**config.mk**
```make
export PLATFORM = sky130hd
export DESIGN_NAME = fic_coverage_eval
export DESIGN_NICKNAME = d
export VERILOG_FILES = /design/src/rtl/fic_pkg.sv /design/src/rtl/fic_cut.sv /design/src/rtl/fic_divider.sv /design/src/rtl/fic_sweep.sv /design/src/rtl/fic_coverage_eval.sv
export SDC_FILE = /design/constraint.sdc
export NUM_CORES = 1
export LEC_CHECK = 0
export ABC_AREA = 1
export BUFFER_PORTS_ARGS = -buffer_cell sky130_fd_sc_hd__buf_2
export CAP_MARGIN = 40
export CORE_MARGIN = 1.5
export CORE_UTILIZATION = 30
export DETAILED_ROUTE_END_ITERATION = 6
export GPL_TIMING_DRIVEN = 0
export PLACE_DENSITY = 0.52
export RECOVER_POWER = 100
export SLEW_MARGIN = 20
export SYNTH_ARGS = -nofsm -noshare
export SYNTH_HDL_FRONTEND = slang
export SYNTH_SLANG_ARGS = --single-unit
```
**constraint.sdc**
```tcl
create_clock -name clk -period 5.7 [get_ports clk]
set_input_delay 1.14 -clock clk [delete_from_list [all_inputs] [get_ports clk]]
set_output_delay 1.14 -clock clk [all_outputs]
set_load 0.02 [all_outputs]
```
**src/rtl/fic_pkg.sv**
```systemverilog
package fic_pkg;
  localparam int N_IN   = 4;
  localparam int N_NODE = 8;
  localparam int NODE_W = $clog2(N_NODE);
  localparam int FID_W  = 2 + 2*NODE_W;
  localparam int N_PAT  = 1 << N_IN;

  typedef enum logic [1:0] {
    K_SA0  = 2'b00,
    K_SA1  = 2'b01,
    K_WAND = 2'b10,
    K_WOR  = 2'b11
  } fkind_e;

  typedef struct packed {
    fkind_e              kind;
    logic [NODE_W-1:0]   na;
    logic [NODE_W-1:0]   nb;
  } fault_t;

  localparam logic [NODE_W-1:0] ND_A   = 3'd0;
  localparam logic [NODE_W-1:0] ND_B   = 3'd1;
  localparam logic [NODE_W-1:0] ND_C   = 3'd2;
  localparam logic [NODE_W-1:0] ND_D   = 3'd3;
  localparam logic [NODE_W-1:0] ND_Z   = 3'd4;
  localparam logic [NODE_W-1:0] ND_X   = 3'd5;
  localparam logic [NODE_W-1:0] ND_Y   = 3'd6;
  localparam logic [NODE_W-1:0] ND_OUT = 3'd7;

  function automatic logic is_bridge(fault_t f);
    return f.kind[1];
  endfunction

  function automatic logic fault_ok(fault_t f);
    if (!f.kind[1]) return (f.nb == '0);
    return (f.na < f.nb);
  endfunction
endpackage

```
**src/rtl/fic_cut.sv**
```systemverilog
module fic_cut
  import fic_pkg::*;
(
  input  logic [N_IN-1:0] vec,
  input  fault_t          fault,
  input  logic            fault_on,
  output logic            out
);
  logic g_a, g_b, g_c, g_d, g_z, g_x, g_y, g_out;
  logic [N_NODE-1:0] gvec;
  logic [N_NODE-1:0] frc_mask;
  logic              frc_val;
  logic              brg;
  logic f_a, f_b, f_c, f_d, f_z, f_x, f_y, f_out;

  // fault-free evaluation, used as the source for bridge values
  assign g_a   = vec[0];
  assign g_b   = vec[1];
  assign g_c   = vec[2];
  assign g_d   = vec[3];
  assign g_z   = g_a | g_b;
  assign g_x   = ~(g_z & g_c);
  assign g_y   = ~g_x;
  assign g_out = ~(g_y & g_d);
  assign gvec  = {g_out, g_y, g_x, g_z, g_d, g_c, g_b, g_a};

  assign brg = is_bridge(fault);

  for (genvar n = 0; n < N_NODE; n++) begin : g_frc
    assign frc_mask[n] = fault_on &&
                         ((fault.na == NODE_W'(n)) ||
                          (brg && (fault.nb == NODE_W'(n))));
  end

  always_comb begin
    unique case (fault.kind)
      K_SA0:   frc_val = 1'b0;
      K_SA1:   frc_val = 1'b1;
      K_WAND:  frc_val = gvec[fault.na] & gvec[fault.nb];
      default: frc_val = gvec[fault.na] | gvec[fault.nb];
    endcase
  end

  // faulty evaluation in topological order
  assign f_a   = frc_mask[ND_A]   ? frc_val : vec[0];
  assign f_b   = frc_mask[ND_B]   ? frc_val : vec[1];
  assign f_c   = frc_mask[ND_C]   ? frc_val : vec[2];
  assign f_d   = frc_mask[ND_D]   ? frc_val : vec[3];
  assign f_z   = frc_mask[ND_Z]   ? frc_val : (f_a | f_b);
  assign f_x   = frc_mask[ND_X]   ? frc_val : ~(f_z & f_c);
  assign f_y   = frc_mask[ND_Y]   ? frc_val : ~f_x;
  assign f_out = frc_mask[ND_OUT] ? frc_val : ~(f_y & f_d);
  assign out   = f_out;

  always_comb begin
    if (fault_on && !brg && fault.na == ND_OUT)
      AST_SA_ON_OUTPUT: assert (out == fault.kind[0]);
    if (!fault_on)
      AST_NO_FORCE_WHEN_OFF: assert (frc_mask == '0);
  end
endmodule

```
**src/rtl/fic_divider.sv**
```systemverilog
module fic_divider #(
  parameter int NUM_W = 16,
  parameter int DEN_W = 9
) (
  input  logic             clk,
  input  logic             rst_n,
  input  logic             start,
  input  logic [NUM_W-1:0] num,
  input  logic [DEN_W-1:0] den,
  output logic             valid,
  output logic [NUM_W-1:0] quot
);
  localparam int CW = $clog2(NUM_W + 1);

  logic             run_q, run_d;
  logic             val_q, val_d;
  logic [CW-1:0]    cnt_q, cnt_d;
  logic [DEN_W:0]   rem_q, rem_d;
  logic [NUM_W-1:0] quo_q, quo_d;
  logic [DEN_W-1:0] den_q, den_d;
  logic [DEN_W:0]   shifted;
  logic [DEN_W+1:0] trial;
  logic             ge;

  assign shifted = {rem_q[DEN_W-1:0], quo_q[NUM_W-1]};
  assign trial   = {1'b0, shifted} - {2'b00, den_q};
  assign ge      = ~trial[DEN_W+1];

  always_comb begin
    run_d = run_q;
    val_d = 1'b0;
    cnt_d = cnt_q;
    rem_d = rem_q;
    quo_d = quo_q;
    den_d = den_q;
    if (start && !run_q) begin
      run_d = 1'b1;
      cnt_d = CW'(NUM_W);
      rem_d = '0;
      quo_d = num;
      den_d = den;
    end else if (run_q) begin
      rem_d = ge ? trial[DEN_W:0] : shifted;
      quo_d = {quo_q[NUM_W-2:0], ge};
      cnt_d = cnt_q - 1'b1;
      if (cnt_q == CW'(1)) begin
        run_d = 1'b0;
        val_d = 1'b1;
      end
    end
  end

  always_ff @(posedge clk or negedge rst_n) begin
    if (!rst_n) begin
      run_q <= 1'b0;
      val_q <= 1'b0;
      cnt_q <= '0;
      rem_q <= '0;
      quo_q <= '0;
      den_q <= '0;
    end else begin
      run_q <= run_d;
      val_q <= val_d;
      cnt_q <= cnt_d;
      if (run_q || start) begin
        rem_q <= rem_d;
        quo_q <= quo_d;
        den_q <= den_d;
      end
    end
  end

  assign valid = val_q;
  assign quot  = quo_q;

  AST_REM_BELOW_DEN: assert property (@(posedge clk) disable iff (!rst_n)
    valid |-> (rem_q < {1'b0, den_q}));
endmodule

```
**src/rtl/fic_sweep.sv**
```systemverilog
module fic_sweep
  import fic_pkg::*;
#(
  parameter int CNT_W = 9,
  parameter int COV_W = 7,
  parameter int NUM_W = CNT_W + COV_W
) (
  input  logic             clk,
  input  logic             rst_n,
  input  logic             start,
  input  logic [3:0]       type_en,
  input  logic             mismatch,
  input  logic             div_valid,
  input  logic [NUM_W-1:0] div_quot,
  output fault_t           cur_fault,
  output logic [N_IN-1:0]  cur_vec,
  output logic             div_start,
  output logic [NUM_W-1:0] div_num,
  output logic [CNT_W-1:0] div_den,
  output logic             busy,
  output logic             done,
  output logic             res_valid,
  output logic [FID_W-1:0] res_fault,
  output logic             res_hit,
  output logic [N_IN-1:0]  res_vec,
  output logic [CNT_W-1:0] det_count,
  output logic [CNT_W-1:0] total_count,
  output logic [COV_W-1:0] coverage
);
  localparam int PCT = 100;

  typedef enum logic [1:0] {S_IDLE, S_SCAN, S_LAUNCH, S_DIV} st_e;

  st_e              st_q, st_d;
  logic [FID_W-1:0] fid_q, fid_d;
  logic [N_IN-1:0]  pat_q, pat_d;
  logic [3:0]       en_q, en_d;
  logic [CNT_W-1:0] det_q, det_d, tot_q, tot_d;
  logic [COV_W-1:0] cov_q, cov_d;
  logic             done_q, done_d;
  logic             rv_q, rv_d;
  logic [FID_W-1:0] rf_q;
  logic             rh_q, rh_d;
  logic [N_IN-1:0]  rvec_q, rvec_d;
  logic             considered, fault_end;
  fault_t           rf_view;

  assign cur_fault  = fault_t'(fid_q);
  assign cur_vec    = pat_q;
  assign considered = fault_ok(cur_fault) && en_q[cur_fault.kind];
  assign rf_view    = fault_t'(rf_q);

  always_comb begin
    st_d      = st_q;
    fid_d     = fid_q;
    pat_d     = pat_q;
    en_d      = en_q;
    det_d     = det_q;
    tot_d     = tot_q;
    cov_d     = cov_q;
    done_d    = 1'b0;
    rv_d      = 1'b0;
    rh_d      = 1'b0;
    rvec_d    = '0;
    div_start = 1'b0;
    fault_end = 1'b0;
    unique case (st_q)
      S_IDLE: begin
        if (start) begin
          st_d  = S_SCAN;
          en_d  = type_en;
          fid_d = '0;
          pat_d = '0;
          det_d = '0;
          tot_d = '0;
          cov_d = '0;
        end
      end
      S_SCAN: begin
        if (!considered) begin
          fault_end = 1'b1;
        end else if (mismatch) begin
          rv_d      = 1'b1;
          rh_d      = 1'b1;
          rvec_d    = pat_q;
          det_d     = det_q + 1'b1;
          tot_d     = tot_q + 1'b1;
          fault_end = 1'b1;
        end else if (&pat_q) begin
          rv_d      = 1'b1;
          tot_d     = tot_q + 1'b1;
          fault_end = 1'b1;
        end else begin
          pat_d = pat_q + 1'b1;
        end
        if (fault_end) begin
          pat_d = '0;
          fid_d = fid_q + 1'b1;
          if (&fid_q) st_d = S_LAUNCH;
        end
      end
      S_LAUNCH: begin
        if (tot_q == '0) begin
          cov_d  = '0;
          done_d = 1'b1;
          st_d   = S_IDLE;
        end else begin
          div_start = 1'b1;
          st_d      = S_DIV;
        end
      end
      default: begin
        if (div_valid) begin
          cov_d  = div_quot[COV_W-1:0];
          done_d = 1'b1;
          st_d   = S_IDLE;
        end
      end
    endcase
  end

  always_ff @(posedge clk or negedge rst_n) begin
    if (!rst_n) begin
      st_q   <= S_IDLE;
      fid_q  <= '0;
      pat_q  <= '0;
      en_q   <= '0;
      det_q  <= '0;
      tot_q  <= '0;
      cov_q  <= '0;
      done_q <= 1'b0;
      rv_q   <= 1'b0;
      rf_q   <= '0;
      rh_q   <= 1'b0;
      rvec_q <= '0;
    end else begin
      st_q   <= st_d;
      fid_q  <= fid_d;
      pat_q  <= pat_d;
      en_q   <= en_d;
      det_q  <= det_d;
      tot_q  <= tot_d;
      cov_q  <= cov_d;
      done_q <= done_d;
      rv_q   <= rv_d;
      if (rv_d) begin
        rf_q   <= fid_q;
        rh_q   <= rh_d;
        rvec_q <= rvec_d;
      end
    end
  end

  assign div_num     = NUM_W'(det_q) * NUM_W'(PCT);
  assign div_den     = tot_q;
  assign busy        = (st_q != S_IDLE);
  assign done        = done_q;
  assign res_valid   = rv_q;
  assign res_fault   = rf_q;
  assign res_hit     = rh_q;
  assign res_vec     = rvec_q;
  assign det_count   = det_q;
  assign total_count = tot_q;
  assign coverage    = cov_q;

  AST_DET_LE_TOT: assert property (@(posedge clk) disable iff (!rst_n)
    det_q <= tot_q);
  AST_RECORD_ENABLED: assert property (@(posedge clk) disable iff (!rst_n)
    rv_q |-> (en_q[rf_view.kind] && fault_ok(rf_view)));
  AST_START_NO_REWIND: assert property (@(posedge clk) disable iff (!rst_n)
    (st_q == S_SCAN && start) |=> (tot_q >= $past(tot_q)));
  AST_DONE_AFTER_BUSY: assert property (@(posedge clk) disable iff (!rst_n)
    done_q |-> $past(busy));
  AST_COV_IN_RANGE: assert property (@(posedge clk) disable iff (!rst_n)
    done_q |-> (cov_q <= COV_W'(PCT)));
  AST_QUOT_FITS: assert property (@(posedge clk) disable iff (!rst_n)
    div_valid |-> (div_quot[NUM_W-1:COV_W] == '0));
endmodule

```
**src/rtl/fic_coverage_eval.sv**
```systemverilog
module fic_coverage_eval
  import fic_pkg::*;
#(
  parameter int CNT_W = 9,
  parameter int COV_W = 7
) (
  input  logic             clk,
  input  logic             rst_n,
  input  logic             start,
  input  logic [3:0]       type_en,
  output logic             busy,
  output logic             done,
  output logic             res_valid,
  output logic [FID_W-1:0] res_fault,
  output logic             res_hit,
  output logic [N_IN-1:0]  res_vec,
  output logic [CNT_W-1:0] det_count,
  output logic [CNT_W-1:0] total_count,
  output logic [COV_W-1:0] coverage
);
  localparam int NUM_W = CNT_W + COV_W;

  logic [1:0]       rs_q;
  logic             rst_i_n;
  fault_t           cur_fault;
  fault_t           no_fault;
  logic [N_IN-1:0]  cur_vec;
  logic             gold_out, flt_out, mismatch;
  logic             div_start, div_valid;
  logic [NUM_W-1:0] div_num, div_quot;
  logic [CNT_W-1:0] div_den;

  // asynchronous assertion, synchronous release
  always_ff @(posedge clk or negedge rst_n) begin
    if (!rst_n) rs_q <= 2'b00;
    else        rs_q <= {rs_q[0], 1'b1};
  end
  assign rst_i_n = rs_q[1];

  assign no_fault = '0;

  fic_cut i_gold (
    .vec      (cur_vec),
    .fault    (no_fault),
    .fault_on (1'b0),
    .out      (gold_out)
  );

  fic_cut i_faulty (
    .vec      (cur_vec),
    .fault    (cur_fault),
    .fault_on (1'b1),
    .out      (flt_out)
  );

  assign mismatch = gold_out ^ flt_out;

  fic_sweep #(.CNT_W(CNT_W), .COV_W(COV_W), .NUM_W(NUM_W)) i_sweep (
    .clk         (clk),
    .rst_n       (rst_i_n),
    .start       (start),
    .type_en     (type_en),
    .mismatch    (mismatch),
    .div_valid   (div_valid),
    .div_quot    (div_quot),
    .cur_fault   (cur_fault),
    .cur_vec     (cur_vec),
    .div_start   (div_start),
    .div_num     (div_num),
    .div_den     (div_den),
    .busy        (busy),
    .done        (done),
    .res_valid   (res_valid),
    .res_fault   (res_fault),
    .res_hit     (res_hit),
    .res_vec     (res_vec),
    .det_count   (det_count),
    .total_count (total_count),
    .coverage    (coverage)
  );

  fic_divider #(.NUM_W(NUM_W), .DEN_W(CNT_W)) i_div (
    .clk   (clk),
    .rst_n (rst_i_n),
    .start (div_start),
    .num   (div_num),
    .den   (div_den),
    .valid (div_valid),
    .quot  (div_quot)
  );
endmodule

```
==> flow_summary.yaml <==
status:
  status: "complete, but fails checks"
  violations: "capacitance limit, slew limit"
synth:
  avgSynthCellArea_um2: 8.14
  synth_ff_type: "dfrtp_1"
  synth_top_area_cell: "dfrtp_1"
  yosysSeqAreaShare: 0.400
  syn_inst: 777
  synthDistinctLibCells: 49
  synth_seq_cells: 101
  synth_edf_count: 0
  async_flop_share: 1.00
  synth_most_common_cell: "nand2_1"
  yosys-top-cells-area: "dfrtp_1 40%, nand2_1 12%, ha_1 11%"
  synth_warnings: 0
  syn_nets: 844
  synth_largest_type_area_fraction: 0.400
  ys_top_cells_by_count: "201 x nand2_1, 101 x dfrtp_1, 85 x inv_1"
  syn_area_mm2: 0.00633
layout:
  fin_nets: 903
  syn_to_final_growth_pct: 11.5
  stdcell_count: 1111
  n_antenna_cell: 0
  drive_above_1_share: 0.0583
floorplan:
  die_y_um: 148
  die-area_mm2: 0.0220
  chipWidth_um: 148
  io-pin-count: 48
  std_cell_rows: 52
  start_util: 0.310
  core_mm2: 0.0204
clock_tree:
  cts.sinks: 101
  post_cts_resize_count: 0
  clkSlewWorstSetupHoldPaths_ns: 0.07
  clockBufferDepth: 2
  tritoncts: "built"
  post_cts_buffers: 0
  cts_made_buffers: 9
  clk_latency_ns: 0.36
  cts_max_level: 3
  cts_hold_buf: 0
  cts_root_buffer: "clkbuf_16"
worst_setup_path:
  path_buf_inv: 2
  cpPeakStageDelay_ns: 0.51
  path_cells: "ha_1 > ha_1 > inv_1 > fa_1 > inv_1 > ha_1 > a21oi_1 > nand2_1 > nand2_1 > nand2_1 > nand2_1 > a21boi_0 > or2_2 > a21oi_1 > xor2_1 > nand2_1 > o211ai_1"
  rr_worst_depth: 17
  arrival_ns: 3.85
  cp-end-kind: "flop"
  crit_end: "i_div.quot[13]$_DFFE_PN0P_"
  crit_family: "adder cells"
  r2r-end: "i_div.quot[13]$_DFFE_PN0P_"
  cp_max_fo: 6
  rrSetupSlack_ns: 2.12
  worstSetupPathType: "flop to flop"
  slowest_stage: "dfrtp_1"
  start_kind: "flop"
  crit_required_ns: 5.98
  startpoint: "i_sweep.det_count[2]$_DFFE_PN0P_"
  crit_cells: 17
  crit_path_frequent_cell: "nand2_1"
  r2r_start: "i_sweep.det_count[2]$_DFFE_PN0P_"
sta:
  setup_viol: 0
  rsz0062_at_grt: "false"
  relSlewSlack: -0.312
  fmax_mhz: 280
  min_period_ns: 3.58
  hold_viol: 0
  period_share: 0.628
  fin_ws_ns: 2.12
  slew_viol_final: 46
  skew_ns: 0.00988
  tightest_slew_ns: 1.97
  fin_tns_setup_ns: 0
placement:
  post-place-ws_ns: 2.11
  dpl.cell_count: 1095
  portBuffers: 47
  place_congestion: 0.836
  dp_hpwl_um: 12200
grt:
  grt_max_degree: 55
  antenna_found_initial: 0
  grtUsageTotal: 0.155
  grt.overflow.total: 0
  grt_pass1_vias: 5051
  grt_pass1_wl_um: 26700
power:
  power_density_mw_per_mm2: 435
  comb_power_share: 0.443
  leakagePower_uw: 0.00351
  pwr-share-clk: 0.200
  swShare: 0.437
  ir_drop_mv: 0.175
  p_int_uw: 1720
  p_sw_uw: 1340
  pwr-share-seq: 0.357
route:
  final_antenna_net_count: 0
  vias_per_cell: 4.75
  drtIter0Drc: 331
  drt-total-wl_um: 16000
  wire_per_inst_um: 14.4
  drtPass1Iterations: 4
  drc: 0
  vias: 5280
worst_hold_path:
  hp-class: "flop to flop"
  hp-start: "rs_q[0]$_DFF_PN0_"
job:
  max-cap-violations: 1
registers in the layout (all words and copies together) (netlist names), 2 cells and up:
signal	flops
i_div.cnt_q	5
i_div.den_q	9
i_div.quot	16
i_div.rem_q	9
i_sweep.coverage	7
i_sweep.cur_fault	8
i_sweep.cur_vec	4
i_sweep.det_count	9
i_sweep.div_den	9
i_sweep.en_q	4
i_sweep.res_fault	8
i_sweep.res_vec	4
i_sweep.st_q	2
rs_q	2
cells in the final DEF (no fill, tap or decap), types with 17 or more instances in the layout:
| master | synthesis | routed |
|---|---|---|
| clkbuf_1 | 10 | 59 |
| a21oi_1 | 19 | 19 |
| nand2_1 | 201 | 209 |
| inv_1 | 85 | 85 |
| ha_1 | 55 | 55 |
| dfrtp_1 | 101 | 101 |
| nor2_1 | 39 | 41 |
| o21ai_0 | 48 | 63 |
| xor2_1 | 17 | 17 |
| nand3_1 | 79 | 80 |
cell type report:
| type | instances | area (um^2) |
|---|---|---|
| inverter | 90 | 343 |
| multi-input combinational | 563 | 3240 |
| clock inverter | 4 | 28.8 |
| timing repair buffer | 48 | 209 |
| clock buffer | 12 | 267 |
| buffer | 23 | 100 |
| fill | 2206 | 13400 |
| tap | 270 | 338 |
| sequential | 101 | 2530 |
cell families (layout without fill, tap and decap cells):
group / after synthesis / in the layout / synth area share
AOI/OAI and AO/OA: 113 / 113 / 0.105
xor gates and xnor gates: 25 / 25 / 0.0346
and+or+nand+nor: 360 / 360 / 0.252
other: 1 / 1 / 0.000593
DFF: 101 / 101 / 0.400
adders and majority gates: 60 / 60 / 0.125
muxes: 4 / 4 / 0.00712
buffers and inverters: 113 / 177 / 0.0765
per-layer routing:
metal | track usage | vias up | wire [um]
met5 | 0 | - | 0
met4 | 0.0550 | 0 | 274
met3 | 0.0193 | 16 | 588
met2 | 0.238 | 87 | 6850
met1 | 0.222 | 2503 | 8250
li1 | - | 2674 | -
stage by stage:
step / hold slack (ns) / instance area, um^2 / power, uW / utilization
floorplan: 0.331 / 6330 / 2120 / -
global route: 0.373 / 7050 / 3330 / 0.345
CTS: 0.362 / 7230 / 3160 / 0.354
detailed placement: 0.346 / 6930 / 2540 / 0.339
global placement: 0.335 / 6900 / 2520 / 0.338
finish: 0.357 / 7050 / 3070 / 0.345
power by group through the flow:
stage | combinational, uW | sequential, uW | clock [uW]
final | 1360 | 1090 | 612
after floorplan | 1020 | 1100 | 0
after global placement | 1410 | 1120 | 0
after CTS | 1440 | 1100 | 627
after detailed placement | 1430 | 1110 | 0
after global routing | 1550 | 1120 | 658
worst min path at each step:
stage	cells past startpoint	to
2_1_floorplan	0	rs_q[1]$_DFF_PN0_
3_3_place_gp	0	rs_q[1]$_DFF_PN0_
3_5_place_dp	0	rs_q[1]$_DFF_PN0_
4_1_cts	0	rs_q[1]$_DFF_PN0_
5_1_grt	0	rs_q[1]$_DFF_PN0_
6_report	0	rs_q[1]$_DFF_PN0_
(Power assumes the default switching activity.)
